===== src/rtl/pwm_sync_pkg.sv =====
package pwm_sync_pkg;

  // address field codes (wr_addr[1:0])
  localparam logic [1:0] FLD_CMP = 2'd0;
  localparam logic [1:0] FLD_PER = 2'd1;
  localparam logic [1:0] FLD_CTL = 2'd2;
  localparam logic [1:0] FLD_LDM = 2'd3;

  // init select codes
  localparam logic [1:0] INIT_LOCAL  = 2'd0;
  localparam logic [1:0] INIT_MASTER = 2'd2;

  typedef struct packed {
    logic       reload_master;  // bit 2
    logic [1:0] init_sel;       // bits 1:0
  } chan_ctrl_t;

  localparam int CTRL_W = $bits(chan_ctrl_t);

endpackage


===== src/rtl/pwm_ldok_ctrl.sv =====
module pwm_ldok_ctrl #(
  parameter int NUM_SUB = 4
) (
  input  logic               clk,
  input  logic               rst_n,
  input  logic [NUM_SUB-1:0] set_mask,
  input  logic [NUM_SUB-1:0] xfer,
  output logic [NUM_SUB-1:0] ldok
);

  logic [NUM_SUB-1:0] ldok_q;

  // a new request in the commit cycle wins, so it is not lost
  always_ff @(posedge clk) begin
    if (!rst_n) ldok_q <= '0;
    else        ldok_q <= (ldok_q & ~xfer) | set_mask;
  end

  assign ldok = ldok_q;

  for (genvar i = 0; i < NUM_SUB; i++) begin : g_chk
    // commit retires the request
    assert_ldok_clear_R5: assert property (@(posedge clk) disable iff (!rst_n)
      (xfer[i] && !set_mask[i]) |=> !ldok_q[i]);
    // a request stays pending until a commit consumes it
    assert_ldok_pending_R6: assert property (@(posedge clk) disable iff (!rst_n)
      (ldok_q[i] && !xfer[i]) |=> ldok_q[i]);
  end

endmodule


===== src/rtl/pwm_chan.sv =====
module pwm_chan
  import pwm_sync_pkg::*;
#(
  parameter int CNT_W      = 16,
  parameter int RST_PERIOD = 15,
  parameter int RST_DUTY   = 8
) (
  input  logic             clk,
  input  logic             rst_n,
  input  logic             wr_cmp,
  input  logic             wr_per,
  input  logic             wr_ctl,
  input  logic [CNT_W-1:0] wr_data,
  input  logic             master_sync,
  input  logic             master_reload_ok,
  input  logic             ldok_self,
  output logic [CNT_W-1:0] cnt_o,
  output logic             pwm_o,
  output logic             term_o,
  output logic             xfer_o
);

  localparam logic [CNT_W-1:0] PER_RST = CNT_W'(RST_PERIOD);
  localparam logic [CNT_W-1:0] CMP_RST = CNT_W'(RST_DUTY);

  logic [CNT_W-1:0] cnt_q;
  logic [CNT_W-1:0] cmp_buf, per_buf;
  logic [CNT_W-1:0] cmp_act, per_act;
  chan_ctrl_t       ctl_q;
  logic             init_evt;

  // count has reached (or passed) the period value
  function automatic logic at_terminal(input logic [CNT_W-1:0] c,
                                       input logic [CNT_W-1:0] p);
    return c >= p;
  endfunction

  // output level for a count, compare value and period
  function automatic logic level_of(input logic [CNT_W-1:0] c,
                                    input logic [CNT_W-1:0] cmpv,
                                    input logic [CNT_W-1:0] p);
    return (c >= cmpv) && (c <= p);
  endfunction

  assign term_o   = at_terminal(cnt_q, per_act);
  assign init_evt = (ctl_q.init_sel == INIT_MASTER) ? master_sync : term_o;
  assign xfer_o   = ctl_q.reload_master ? master_reload_ok
                                        : (init_evt && ldok_self);

  always_ff @(posedge clk) begin
    if (!rst_n)        cnt_q <= '0;
    else if (init_evt) cnt_q <= '0;
    else               cnt_q <= cnt_q + 1'b1;
  end

  always_ff @(posedge clk) begin
    if (!rst_n) begin
      cmp_buf <= CMP_RST;
      per_buf <= PER_RST;
      ctl_q   <= '0;
    end else begin
      if (wr_cmp) cmp_buf <= wr_data;
      if (wr_per) per_buf <= wr_data;
      if (wr_ctl) ctl_q   <= chan_ctrl_t'(wr_data[CTRL_W-1:0]);
    end
  end

  always_ff @(posedge clk) begin
    if (!rst_n) begin
      cmp_act <= CMP_RST;
      per_act <= PER_RST;
    end else if (xfer_o) begin
      cmp_act <= cmp_buf;
      per_act <= per_buf;
    end
  end

  assign cnt_o = cnt_q;
  assign pwm_o = level_of(cnt_q, cmp_act, per_act);

  // a restart event brings the count back to zero
  assert_wrap_R3: assert property (@(posedge clk) disable iff (!rst_n)
    init_evt |=> cnt_q == '0);
  // otherwise the counter advances by one
  assert_step_R3: assert property (@(posedge clk) disable iff (!rst_n)
    !init_evt |=> cnt_q == CNT_W'($past(cnt_q) + 1'b1));
  // active values move only on a commit
  assert_hold_R2: assert property (@(posedge clk) disable iff (!rst_n)
    !xfer_o |=> ($stable(cmp_act) && $stable(per_act)));
  // compare value zero keeps the output high within the period
  assert_full_R4: assert property (@(posedge clk) disable iff (!rst_n)
    (cmp_act == '0 && cnt_q <= per_act) |-> pwm_o);
  // compare value beyond the period keeps the output low
  assert_low_R4: assert property (@(posedge clk) disable iff (!rst_n)
    (cmp_act > per_act) |-> !pwm_o);
  // a master-sourced commit only at the master wrap
  assert_slave_reload_R8: assert property (@(posedge clk) disable iff (!rst_n)
    (ctl_q.reload_master && xfer_o) |-> master_sync);

endmodule


===== src/rtl/pwm_sync_array.sv =====
module pwm_sync_array
  import pwm_sync_pkg::*;
#(
  parameter int NUM_SUB    = 4,
  parameter int CNT_W      = 16,
  parameter int RST_PERIOD = 15,
  parameter int RST_DUTY   = 8,
  localparam int SUB_W     = (NUM_SUB > 1) ? $clog2(NUM_SUB) : 1,
  localparam int ADDR_W    = SUB_W + 2
) (
  input  logic                     clk,
  input  logic                     rst_n,
  input  logic                     wr_en,
  input  logic [ADDR_W-1:0]        wr_addr,
  input  logic [CNT_W-1:0]         wr_data,
  output logic [NUM_SUB-1:0]       pwm_o,
  output logic [NUM_SUB-1:0]       ldok_o,
  output logic [NUM_SUB*CNT_W-1:0] cnt_o
);

  logic [SUB_W-1:0]   wr_sub;
  logic [1:0]         wr_fld;
  logic [NUM_SUB-1:0] set_mask;
  logic [NUM_SUB-1:0] xfer;
  logic [NUM_SUB-1:0] term;
  logic [NUM_SUB-1:0] ldok;
  logic               master_sync;
  logic               master_reload_ok;

  assign wr_sub = wr_addr[ADDR_W-1:2];
  assign wr_fld = wr_addr[1:0];

  assign set_mask = (wr_en && wr_fld == FLD_LDM) ? wr_data[NUM_SUB-1:0] : '0;

  // master events come from submodule 0
  assign master_sync      = term[0];
  assign master_reload_ok = master_sync && ldok[0];

  pwm_ldok_ctrl #(.NUM_SUB(NUM_SUB)) u_ldok (
    .clk      (clk),
    .rst_n    (rst_n),
    .set_mask (set_mask),
    .xfer     (xfer),
    .ldok     (ldok)
  );

  for (genvar s = 0; s < NUM_SUB; s++) begin : g_sub
    logic sel;
    assign sel = wr_en && (wr_sub == SUB_W'(s));

    pwm_chan #(
      .CNT_W      (CNT_W),
      .RST_PERIOD (RST_PERIOD),
      .RST_DUTY   (RST_DUTY)
    ) u_chan (
      .clk              (clk),
      .rst_n            (rst_n),
      .wr_cmp           (sel && wr_fld == FLD_CMP),
      .wr_per           (sel && wr_fld == FLD_PER),
      .wr_ctl           (sel && wr_fld == FLD_CTL),
      .wr_data          (wr_data),
      .master_sync      (master_sync),
      .master_reload_ok (master_reload_ok),
      .ldok_self        (ldok[s]),
      .cnt_o            (cnt_o[s*CNT_W +: CNT_W]),
      .pwm_o            (pwm_o[s]),
      .term_o           (term[s]),
      .xfer_o           (xfer[s])
    );
  end

  assign ldok_o = ldok;

  // the master pulse is a single clock wide
  assert_sync_width_R9: assert property (@(posedge clk) disable iff (!rst_n)
    master_sync |=> !master_sync);
  // after the master pulse the master count restarts at zero
  assert_sync_zero_R9: assert property (@(posedge clk) disable iff (!rst_n)
    master_sync |=> cnt_o[CNT_W-1:0] == '0);

endmodule


===== config.mk =====
export PLATFORM = sky130hd
export DESIGN_NAME = pwm_sync_array
export DESIGN_NICKNAME = d
export VERILOG_FILES = /design/src/rtl/pwm_sync_pkg.sv /design/src/rtl/pwm_ldok_ctrl.sv /design/src/rtl/pwm_chan.sv /design/src/rtl/pwm_sync_array.sv
export SDC_FILE = /design/constraint.sdc
export NUM_CORES = 1
export LEC_CHECK = 0
export BUFFER_PORTS_ARGS = -buffer_cell sky130_fd_sc_hd__buf_2
export CORE_MARGIN = 4
export CORE_UTILIZATION = 35
export CTS_CLUSTER_SIZE = 25
export DETAILED_ROUTE_END_ITERATION = 10
export SYNTH_ARGS = -nofsm -noshare
export SYNTH_HDL_FRONTEND = slang
export SYNTH_SLANG_ARGS = --single-unit

===== constraint.sdc =====
create_clock -name clk -period 4.8 [get_ports clk]
set_input_delay 0.72 -clock clk [delete_from_list [all_inputs] [get_ports clk]]
set_output_delay 0.72 -clock clk [all_outputs]
set_load 0.02 [all_outputs]

==> results of run 1 <==
-- worst max-delay path by stage --
stage,endpoint,start,slack (ps),cells after the start
CTS,pwm_o[0],g_sub[0].u_chan.cnt_o[11],850,7
detailed placement,g_sub[2].u_chan.per_act[0],g_sub[0].u_chan.cnt_o[10],1020,8
global placement,g_sub[2].u_chan.per_act[0],g_sub[0].u_chan.cnt_o[11],1190,8
finish,pwm_o[0],g_sub[0].u_chan.cnt_o[10],870,7
global route,g_sub[2].u_chan.per_act[3],g_sub[0].u_chan.cnt_o[11],680,8
floorplan,pwm_o[0],g_sub[0].u_chan.cnt_o[10],1870,8
-- synth_stat cells, types with 3 or more instances --
| cell type | number | area (sq um) |
|---|---|---|
| buf_6 | 16 | 180.2 |
| ha_1 | 132 | 1652 |
| o31ai_4 | 3 | 63.81 |
| and4_1 | 4 | 35.03 |
| a22oi_1 | 18 | 135.1 |
| a211oi_1 | 8 | 60.06 |
| o21ai_0 | 21 | 105.1 |
| nand2b_1 | 13 | 81.33 |
| nor2_1 | 102 | 382.9 |
| inv_1 | 152 | 570.6 |
| nand2_1 | 297 | 1115 |
| nor3_1 | 9 | 45.04 |
| a21o_1 | 32 | 240.2 |
| a22o_1 | 81 | 709.4 |
| mux2i_1 | 41 | 410.4 |
| buf_2 | 5 | 25.02 |
| dfxtp_1 | 333 | 6666 |
| a21boi_0 | 109 | 818.3 |
| nor4_1 | 3 | 18.77 |
| nand4_1 | 30 | 187.7 |
| xor2_1 | 32 | 280.3 |
| a21oi_1 | 37 | 185.2 |
| buf_4 | 23 | 172.7 |
| nor2b_1 | 40 | 250.2 |
| o31ai_1 | 5 | 37.54 |
| nand3_1 | 37 | 185.2 |
| o211ai_1 | 17 | 127.6 |
| clkbuf_1 | 51 | 191.4 |
| and3_1 | 20 | 125.1 |
| xnor2_1 | 23 | 201.4 |
| nand4b_1 | 3 | 26.28 |
-- worst max-delay path: stages, from the launching register on --
cell and delay (ps):
dfxtp_1 450, ha_1 290, and3_1 160, a221oi_1 320
o22ai_1 150, or4_1 710, a22oi_1 360, buf_2 230
-- cells in the final DEF, fill, tap and decap left out, types with 3 or more instances in the layout --
| cell | n |
|---|---|
| dfxtp_1 | 333 |
| nand2_1 | 297 |
| inv_1 | 152 |
| ha_1 | 132 |
| a21boi_0 | 109 |
| nor2_1 | 102 |
| buf_2 | 93 |
| a22o_1 | 81 |
| mux2i_1 | 41 |
| nor2b_1 | 40 |
| clkbuf_16 | 39 |
| nand3_1 | 37 |
| a21oi_1 | 37 |
| a21o_1 | 32 |
| xor2_1 | 32 |
| nand4_1 | 30 |
| xnor2_1 | 23 |
| o21ai_0 | 21 |
| and3_1 | 20 |
| a22oi_1 | 18 |
| o211ai_1 | 17 |
| nand2b_1 | 13 |
| clkbuf_1 | 11 |
| clkbuf_8 | 9 |
| a211oi_1 | 8 |
| nor3_1 | 8 |
| buf_4 | 8 |
| clkinv_2 | 7 |
| o31ai_1 | 5 |
| and4_1 | 4 |
| nand4b_1 | 3 |
| o31ai_4 | 3 |
| o32ai_4 | 3 |
-- sequential cells by signal (all words and copies together) (netlist names) --
name / cells
g_sub.u_chan.ctl_q: 9
g_sub.u_chan.cmp_buf: 64
g_sub.u_chan.cnt_o: 64
g_sub.u_chan.per_act: 64
g_sub.u_chan.cmp_act: 64
g_sub.u_chan.per_buf: 64
u_ldok.ldok: 4
-- where the power goes --
group          internal, W  switching [W]  leakage [nW]
clock              0.00163        0.00113         0.590
combinational    0.0000739       0.000165          4.14
sequential         0.00279      0.0000273          2.69
-- routing by layer --
layer  part of all wire  track usage  up-vias
met3              0.044      0.02659       66
met4              0.025      0.05203        6
met2               0.46       0.2707      239
met5            0.00092            0        -
met1               0.47       0.2202     5737
li1                   -            -     5929
-- stage by stage --
step	power (W)	area, sq um	std cells	util	hold slack [ps]
5_1_grt	0.006029	17490	2388	0.3964	482.5
3_3_place_gp	0.003114	16290	2319	0.3693	450.6
6_report	0.005817	17490	2388	0.3964	465.3
3_5_place_dp	0.003118	16290	2319	0.3693	458.1
2_1_floorplan	0.003031	15580	1722	-	439.1
4_1_cts	0.005892	17490	2387	0.3963	466.0
-- kinds of logic (layout without fill, tap and decap cells) --
kind of cell,after synthesis,after routing,share of synthesized area
mux,41,41,0.02635
buf+inv,248,321,0.07414
simple gates,568,568,0.1625
xor+xnor,55,55,0.03093
fa+ha+maj,132,132,0.1060
compound gates,345,345,0.1721
flops,333,333,0.4280
other cells,0,1,0
-- final cells by class --
| type | instances | share of cell area |
|---|---|---|
| antenna | 1 | 0.0001431 |
| clock buffer | 59 | 0.06525 |
| clock inverter | 9 | 0.002933 |
| inverter | 152 | 0.03262 |
| multi-input combinational | 1141 | 0.4455 |
| sequential | 333 | 0.3812 |
| tap | 592 | 0.04235 |
| timing repair buffer | 101 | 0.03005 |
==> run metrics, run 1 <==
Die W=219.0 microns; Post-DRT Antenna Nets=0; clk sinks=333; CP Max Fanout=7; routed wire length=40.01 mm; Pwr Density=332.6 nW/um^2; worst-case reg-to-reg path depth=8; leak pwr=7.419 nW; Primary FF master, synth=dfxtp_1; WP data required=4080 ps; worst min-delay path category=reg -> reg; Via Count=11980; # hold bufs at CTS=0; Clock Path Buffers=3; Final Wtd Congestion=0.8554; synth warn=0; iteration count of the initial detailed-routing pass=5; first-pass GRT wire length=62.82 mm; TritonCTS clock tree=yes; reg-to-reg startpoint=g_sub[0].u_chan.cnt_o[10]; core area=44120 sq um; Worst-Margin Slew=1299 ps; DRC Markers=0; total gr overflow=0; reg-to-reg setup timing slack=1020 ps; Resized Gates After CTS=0; # Post-CTS Setup Buffers=0; pre-CTS setup slack=1022 ps; Max Freq=254.3 MHz; Post-DP HPWL=27.19 mm; number of synthesized register bits=333; initial core utilization=0.3530; final period utilization=0.8192; syn_nets=1877; fin nets=1922; post-synthesis sequential area ratio=0.4280; Area Growth Syn to Fin=12.28%; WHS Path Cells=2; layout cells sized above 1=0.09638; number of global-route vias before repair=11420; die area=47940 sq um; WL/cell=16.75 microns; 1st-iter DRT viols=638; Final Hold Viols=0; Rel. slew slack=0.1343; IO Pins=95; H-tree Lvls=2; syn avg cell area=9.045 sq um; CTS buffer count=38; IO Port Bufs=94; Setup violations, final=0; Post-synth EDFFs=0; Clock Skews=17.99 ps; Via density=5.015; Slew Limit Fails=0; CP endpoint kind=output pin; Reg area=6666 sq um; cell count after synthesis=1722; Max IR drop VDD=0.2342 mV; footprint of the multi-input gates=7791 sq um; Crit Path Class=reg -> out; Hold Crit Start=g_sub[3].u_chan.cmp_buf[5]; CP arrival=3210 ps; Fill cells=4486; async set-reset flop share out of synthesis=0; clk slew on worst S/H paths=60 ps; crit path time final=3932 ps; CP startpoint kind=flip-flop; RSZ-0062 raised after global routing=false; Total GRT Usage=0.1640; setup TNS=0 ps; largest net degree at the start of global routing=108; WHS Endpoint=g_sub[3].u_chan.cmp_buf[5]; die height=219.0 microns; initial antenna violation count=5; status=finished, final reports clean; r2r endpoint=g_sub[2].u_chan.per_act[0]; max_cap viols=0; Core Rows=77; clock root buffer=clkbuf_16; Worst-Skew Late Latency=530 ps; synthesized area=15580 sq um; synth unique cells=50; slack of the critical path=867.7 ps
Note: power is estimated with default switching activity, not from simulation.
==> run 2: changes to the inputs <==
- clock period: 4.8 -> 3.4 ns (I/O delays scaled with it)
==> run metrics, run 2 (synthesis gave the netlist of run 1 again) <==
Clock Path Buffers=3; CP endpoint kind=output pin; Area Growth Syn to Fin=14.60%; Pwr Density=474.1 nW/um^2; CP max stage delay=410 ps; RSZ-0062 raised after global routing=true; IO Port Bufs=94; crit path time final=3293 ps; Non-Filler Instances=2421; Fill cells=4458; IO Pins=95; final period utilization=0.9685; final core utilization=0.4045; worst-case reg-to-reg path depth=11; clk sinks=333; initial core utilization=0.3530; placed standard-cell area=16520 sq um; commonest non-fill, non-tap cell in the layout=dfxtp_1; max_cap viols=0; Post-DP HPWL=27.65 mm; WL/cell=16.92 microns; total gr overflow=0; final instance area=17850 sq um; Clock Skews=14.28 ps; iteration count of the initial detailed-routing pass=5; Max Freq=303.7 MHz; most frequent cells in the layout=dfxtp_1 (333), nand2_1 (296), inv_1 (152), ha_1 (132), a21boi_0 (109); reg-to-reg startpoint=g_sub[0].u_chan.per_act[9]; Slew Limit Fails=0; Via Count=12090; Crit Path Class=reg -> out; Final Hold Viols=0; Critical Path Most Common Cell=buf_4; clock root buffer=clkbuf_16; DRC Markers=0; 1st-iter DRT viols=678; # Post-CTS Setup Buffers=0; Final Wtd Congestion=0.8801; CP arrival=2780 ps; layout cells sized above 1=0.1134; number of global-route vias before repair=11500; first-pass GRT wire length=63.56 mm; die height=219.0 microns; fin nets=1953; worst min-delay path category=in -> reg; slowest cell on the critical path=or4_1; leak pwr=7.604 nW; WP data required=2890 ps; dpl cells=2347; Via density=4.993; Rel. slew slack=0.4760; core area=44120 sq um; routed wire length=40.96 mm; die area=47940 sq um; largest net degree at the start of global routing=62; clk slew on worst S/H paths=60 ps; Crit. Startpoint=g_sub[0].u_chan.per_act[9]; reg-to-reg setup timing slack=220 ps; TritonCTS clock tree=yes; CP Cell Sequence=inv_1 -> ha_1 -> and3_1 -> a221oi_1 -> o22ai_1 -> or4_1 -> buf_4 -> a22oi_2 -> buf_4; CP Max Fanout=6; initial antenna violation count=3; r2r endpoint=g_sub[3].u_chan.cmp_act[1]; Worst-Margin Slew=786.0 ps; Setup violations, final=0; Post-DRT Antenna Nets=0; Total GRT Usage=0.1663; status=finished, final reports clean; CTS buffer count=39; CP startpoint kind=flip-flop; Max IR drop VDD=0.3000 mV; Setup crit end=pwm_o[0]; Worst-Skew Late Latency=540 ps; Core Rows=77; Die W=219.0 microns; H-tree Lvls=2
## run 2: per-stage QoR
step                      setup slack [ps]  power [W]  TNS (ps)  hold slack [ps]
final                                107.0   0.008462         0            327.2
after global routing                -42.48   0.008764    -42.48            325.3
after CTS                            54.27   0.008567         0            291.4
after detailed placement             71.14   0.004410         0            456.3
after global placement               124.3   0.004404         0            449.4
after floorplan                      481.0   0.004279         0            439.1
## run 2: worst max-delay path: cells and delay by family, from the launching register on
kind            cells  cell delay (ps)
fa+ha+maj           1              260
simple gates        2              600
flops               1              330
buf+inv             3              430
compound gates      3              630
## run 2: layout make-up
class,instances,area [sq um],area share
clock inverters,14,167.7,0.009393
well taps,592,740.7,0.04150
clock buffers,55,1096,0.06140
repair buffers,129,763.2,0.04276
inverters,152,570.5,0.03196
multi-input cells,1143,7838,0.4391
flip-flops and latches,333,6666,0.3735
diodes,3,7.507,0.0004206
## run 2: worst min path at each step
stage,from,endpoint,cells past startpoint
after floorplan,g_sub[1].u_chan.per_act[0],g_sub[1].u_chan.per_act[0],2
after global placement,g_sub[0].u_chan.cmp_buf[0],g_sub[0].u_chan.cmp_buf[0],2
after detailed placement,g_sub[2].u_chan.cmp_act[6],g_sub[2].u_chan.cmp_act[6],1
after CTS,wr_en,u_ldok.ldok[0],3
after global routing,wr_en,u_ldok.ldok[0],3
final,wr_en,u_ldok.ldok[0],3
## run 2: repair_timing
action / in CTS / in global routing
gates cloned: 0 / 2
pin swaps: 0 / 1
endpoints found under the setup margin: 1 / 33
hold buffers: 0 / 0
resized for setup: 1 / 4
## run 2: routing by layer
layer / global-route usage / routed length [microns] / vias to the layer above
met4: 0.06404 / 1366 / 2
met1: 0.2325 / 19300 / 5750
met3: 0.02894 / 2458 / 67
met5: 0 / 12 / -
met2: 0.2561 / 17820 / 266
li1: - / - / 6004
## run 2: power breakdown
group | leakage, nW | internal (W) | switching [W] | total (W)
clock network | 0.617 | 0.00249 | 0.00165 | 0.00413
registers | 2.69 | 0.00394 | 0.0000350 | 0.00397
logic | 4.30 | 0.000113 | 0.000244 | 0.000357
==> run 3: changes to the inputs <==
--- a/config.mk
+++ b/config.mk
@@ -11,4 +11,5 @@
 export CTS_CLUSTER_SIZE = 25
 export DETAILED_ROUTE_END_ITERATION = 10
+export REMOVE_ABC_BUFFERS = 1
 export SYNTH_ARGS = -nofsm -noshare
 export SYNTH_HDL_FRONTEND = slang
==> constraint.sdc (replaced) <==
create_clock -name clk -period 3.4 [get_ports clk]
set_input_delay 0.51 -clock clk [delete_from_list [all_inputs] [get_ports clk]]
set_output_delay 0.51 -clock clk [all_outputs]
set_load 0.005 [all_outputs]
==> run metrics, run 3 (synthesis gave the netlist of run 1 again) <==
status=finished, final reports clean; Worst-Skew Late Latency=530 ps; layout cells sized above 1=0.1178; largest net degree at the start of global routing=47; final period utilization=0.9694; routed wire length=39.98 mm; Final Hold Viols=0; Pwr Density=474.4 nW/um^2; antenna fix cells=0; Slew Limit Fails=0; WL/cell=16.54 microns; RSZ-0062 raised after global routing=false; placed standard-cell area=16550 sq um; most frequent cells in the layout=dfxtp_1 (332), nand2_1 (297), inv_1 (152), ha_1 (132), a21boi_0 (109); leak pwr=7.652 nW; Clock Skews=22.00 ps; Comb power frac=0.038; TritonCTS clock tree=yes; # hold bufs at CTS=0; Max Freq=303.4 MHz; CTS buffer count=37; CP max stage delay=540 ps; Via density=4.963; clk sinks=333; CP arrival=2790 ps; CP startpoint kind=flip-flop; Non-Filler Instances=2417; Crit Path Class=reg -> out; final instance area=17920 sq um; CP Max Fanout=6; worst min-delay path category=in -> reg; Worst-Margin Slew=817.2 ps; clk slew on worst S/H paths=70 ps; die area=47940 sq um; CP endpoint kind=output pin; CP Buf/Inv Count=3; die height=219.0 microns; Area Growth Syn to Fin=15.08%; Die W=219.0 microns; Rel. slew slack=0.4537; Fill cells=4476; Flop pwr share=0.467; initial core utilization=0.3530; reg-to-reg setup timing slack=180 ps; core area=44120 sq um; CP Cell Sequence=inv_1 -> ha_1 -> and3_4 -> or3b_4 -> a211oi_2 -> or4_4 -> buf_8 -> a22oi_2 -> buf_2; Sw Share=0.2171; IO Pins=95; crit path time final=3296 ps; total gr overflow=0; Post-DRT Antenna Nets=0; commonest non-fill, non-tap cell in the layout=dfxtp_1; final core utilization=0.4062; P_int=0.006657 W; Clock power frac=0.495; Final Wtd Congestion=0.8130; Setup violations, final=0; Clock Path Buffers=3; dpl cells=2347; slowest cell on the critical path=or4_4; footprint of the multi-input gates=7815 sq um; setup TNS=0 ps; 1st-iter DRT viols=733; Post-DP HPWL=27.83 mm; max_cap viols=0; Total GRT Usage=0.1651; number of global-route vias before repair=11780; Max IR drop VDD=0.2829 mV; Core Rows=77; H-tree Lvls=2; Crit path max-delay family=simple AND/OR/NAND/NOR gates; pre-CTS setup slack=269.5 ps; clock root buffer=clkbuf_16; initial antenna violation count=2; Reg area=6668 sq um; DRC Markers=0; Via Count=12000; first-pass GRT wire length=63.87 mm; reported net switching power=0.001847 W; iteration count of the initial detailed-routing pass=5; slack of the critical path=104.0 ps; fin nets=1952; IO Port Bufs=94; WP data required=2890 ps
-- run 3: cell types whose count changed in the layout (fill, tap and decap cells not counted), sizes merged --
cell      previous run  this run
clkinv               7         5
o221a                4         3
diode                3         0
bufinv               3         4
buf                129       132
o32ai                4         3
clkinvlp             2         1
-- run 3: area by class of cell --
| type | instances | area share |
|---|---|---|
| clock inverters | 12 | 0.009842 |
| inverters | 152 | 0.03183 |
| multi-input cells | 1141 | 0.4360 |
| repair buffers | 132 | 0.04621 |
| well taps | 592 | 0.04132 |
| flip-flops and latches | 333 | 0.3720 |
| clock buffers | 55 | 0.06282 |
-- run 3: repair_timing --
item,4_1_cts,5_1_grt
pin swaps,1,2
endpoints found under the setup margin,1,5
gates resized for setup,0,9
buffers inserted,0,3
-- run 3: power groups by stage --
| stage | Sequential (W) | Clock [W] | Combinational, W |
|---|---|---|---|
| after floorplan | 0.00405 | 0 | 0.000142 |
| after global placement | 0.00406 | 0 | 0.000321 |
| after detailed placement | 0.00406 | 0 | 0.000327 |
| after CTS | 0.00397 | 0.00431 | 0.000329 |
| after global routing | 0.00397 | 0.00447 | 0.000358 |
| final | 0.00397 | 0.00421 | 0.000325 |
-- run 3: stage by stage --
stage | total power, W | hold slack (ps)
final | 0.008504 | 353.9
after global routing | 0.008801 | 369.5
after CTS | 0.008611 | 338.1
after detailed placement | 0.004384 | 455.7
after global placement | 0.004378 | 449.3
after floorplan | 0.004194 | 438.0
-- run 3: worst register-to-register path: stages (launching register included) --
cell and delay [ps]:
dfxtp_1 340, inv_1 50, ha_1 300, and3_4 190, or3b_4 260, a211oi_2 50
or4_4 540, buf_8 170, buf_12 130, o31ai_4 320, o221a_2 450, buf_12 210
a22o_1 150
-- run 3: routing by layer --
layer | vias to the layer above | track usage | routed length [microns]
li1 | 5984 | - | -
met1 | 5738 | 0.2239 | 18960
met2 | 210 | 0.2776 | 18590
met3 | 59 | 0.02797 | 1718
met4 | 4 | 0.03434 | 689
met5 | - | 0 | 17
-- run 3: worst paths after layout --
kind | cells after the start | end | startpoint
min reg2reg | 2 | g_sub[0].u_chan.per_buf[8] | g_sub[0].u_chan.per_buf[8]
max reg2reg | 12 | g_sub[2].u_chan.cmp_act[10] | g_sub[0].u_chan.per_act[11]
min | 2 | g_sub[0].u_chan.cmp_act[3] | rst_n
max | 9 | pwm_o[0] | g_sub[0].u_chan.per_act[11]
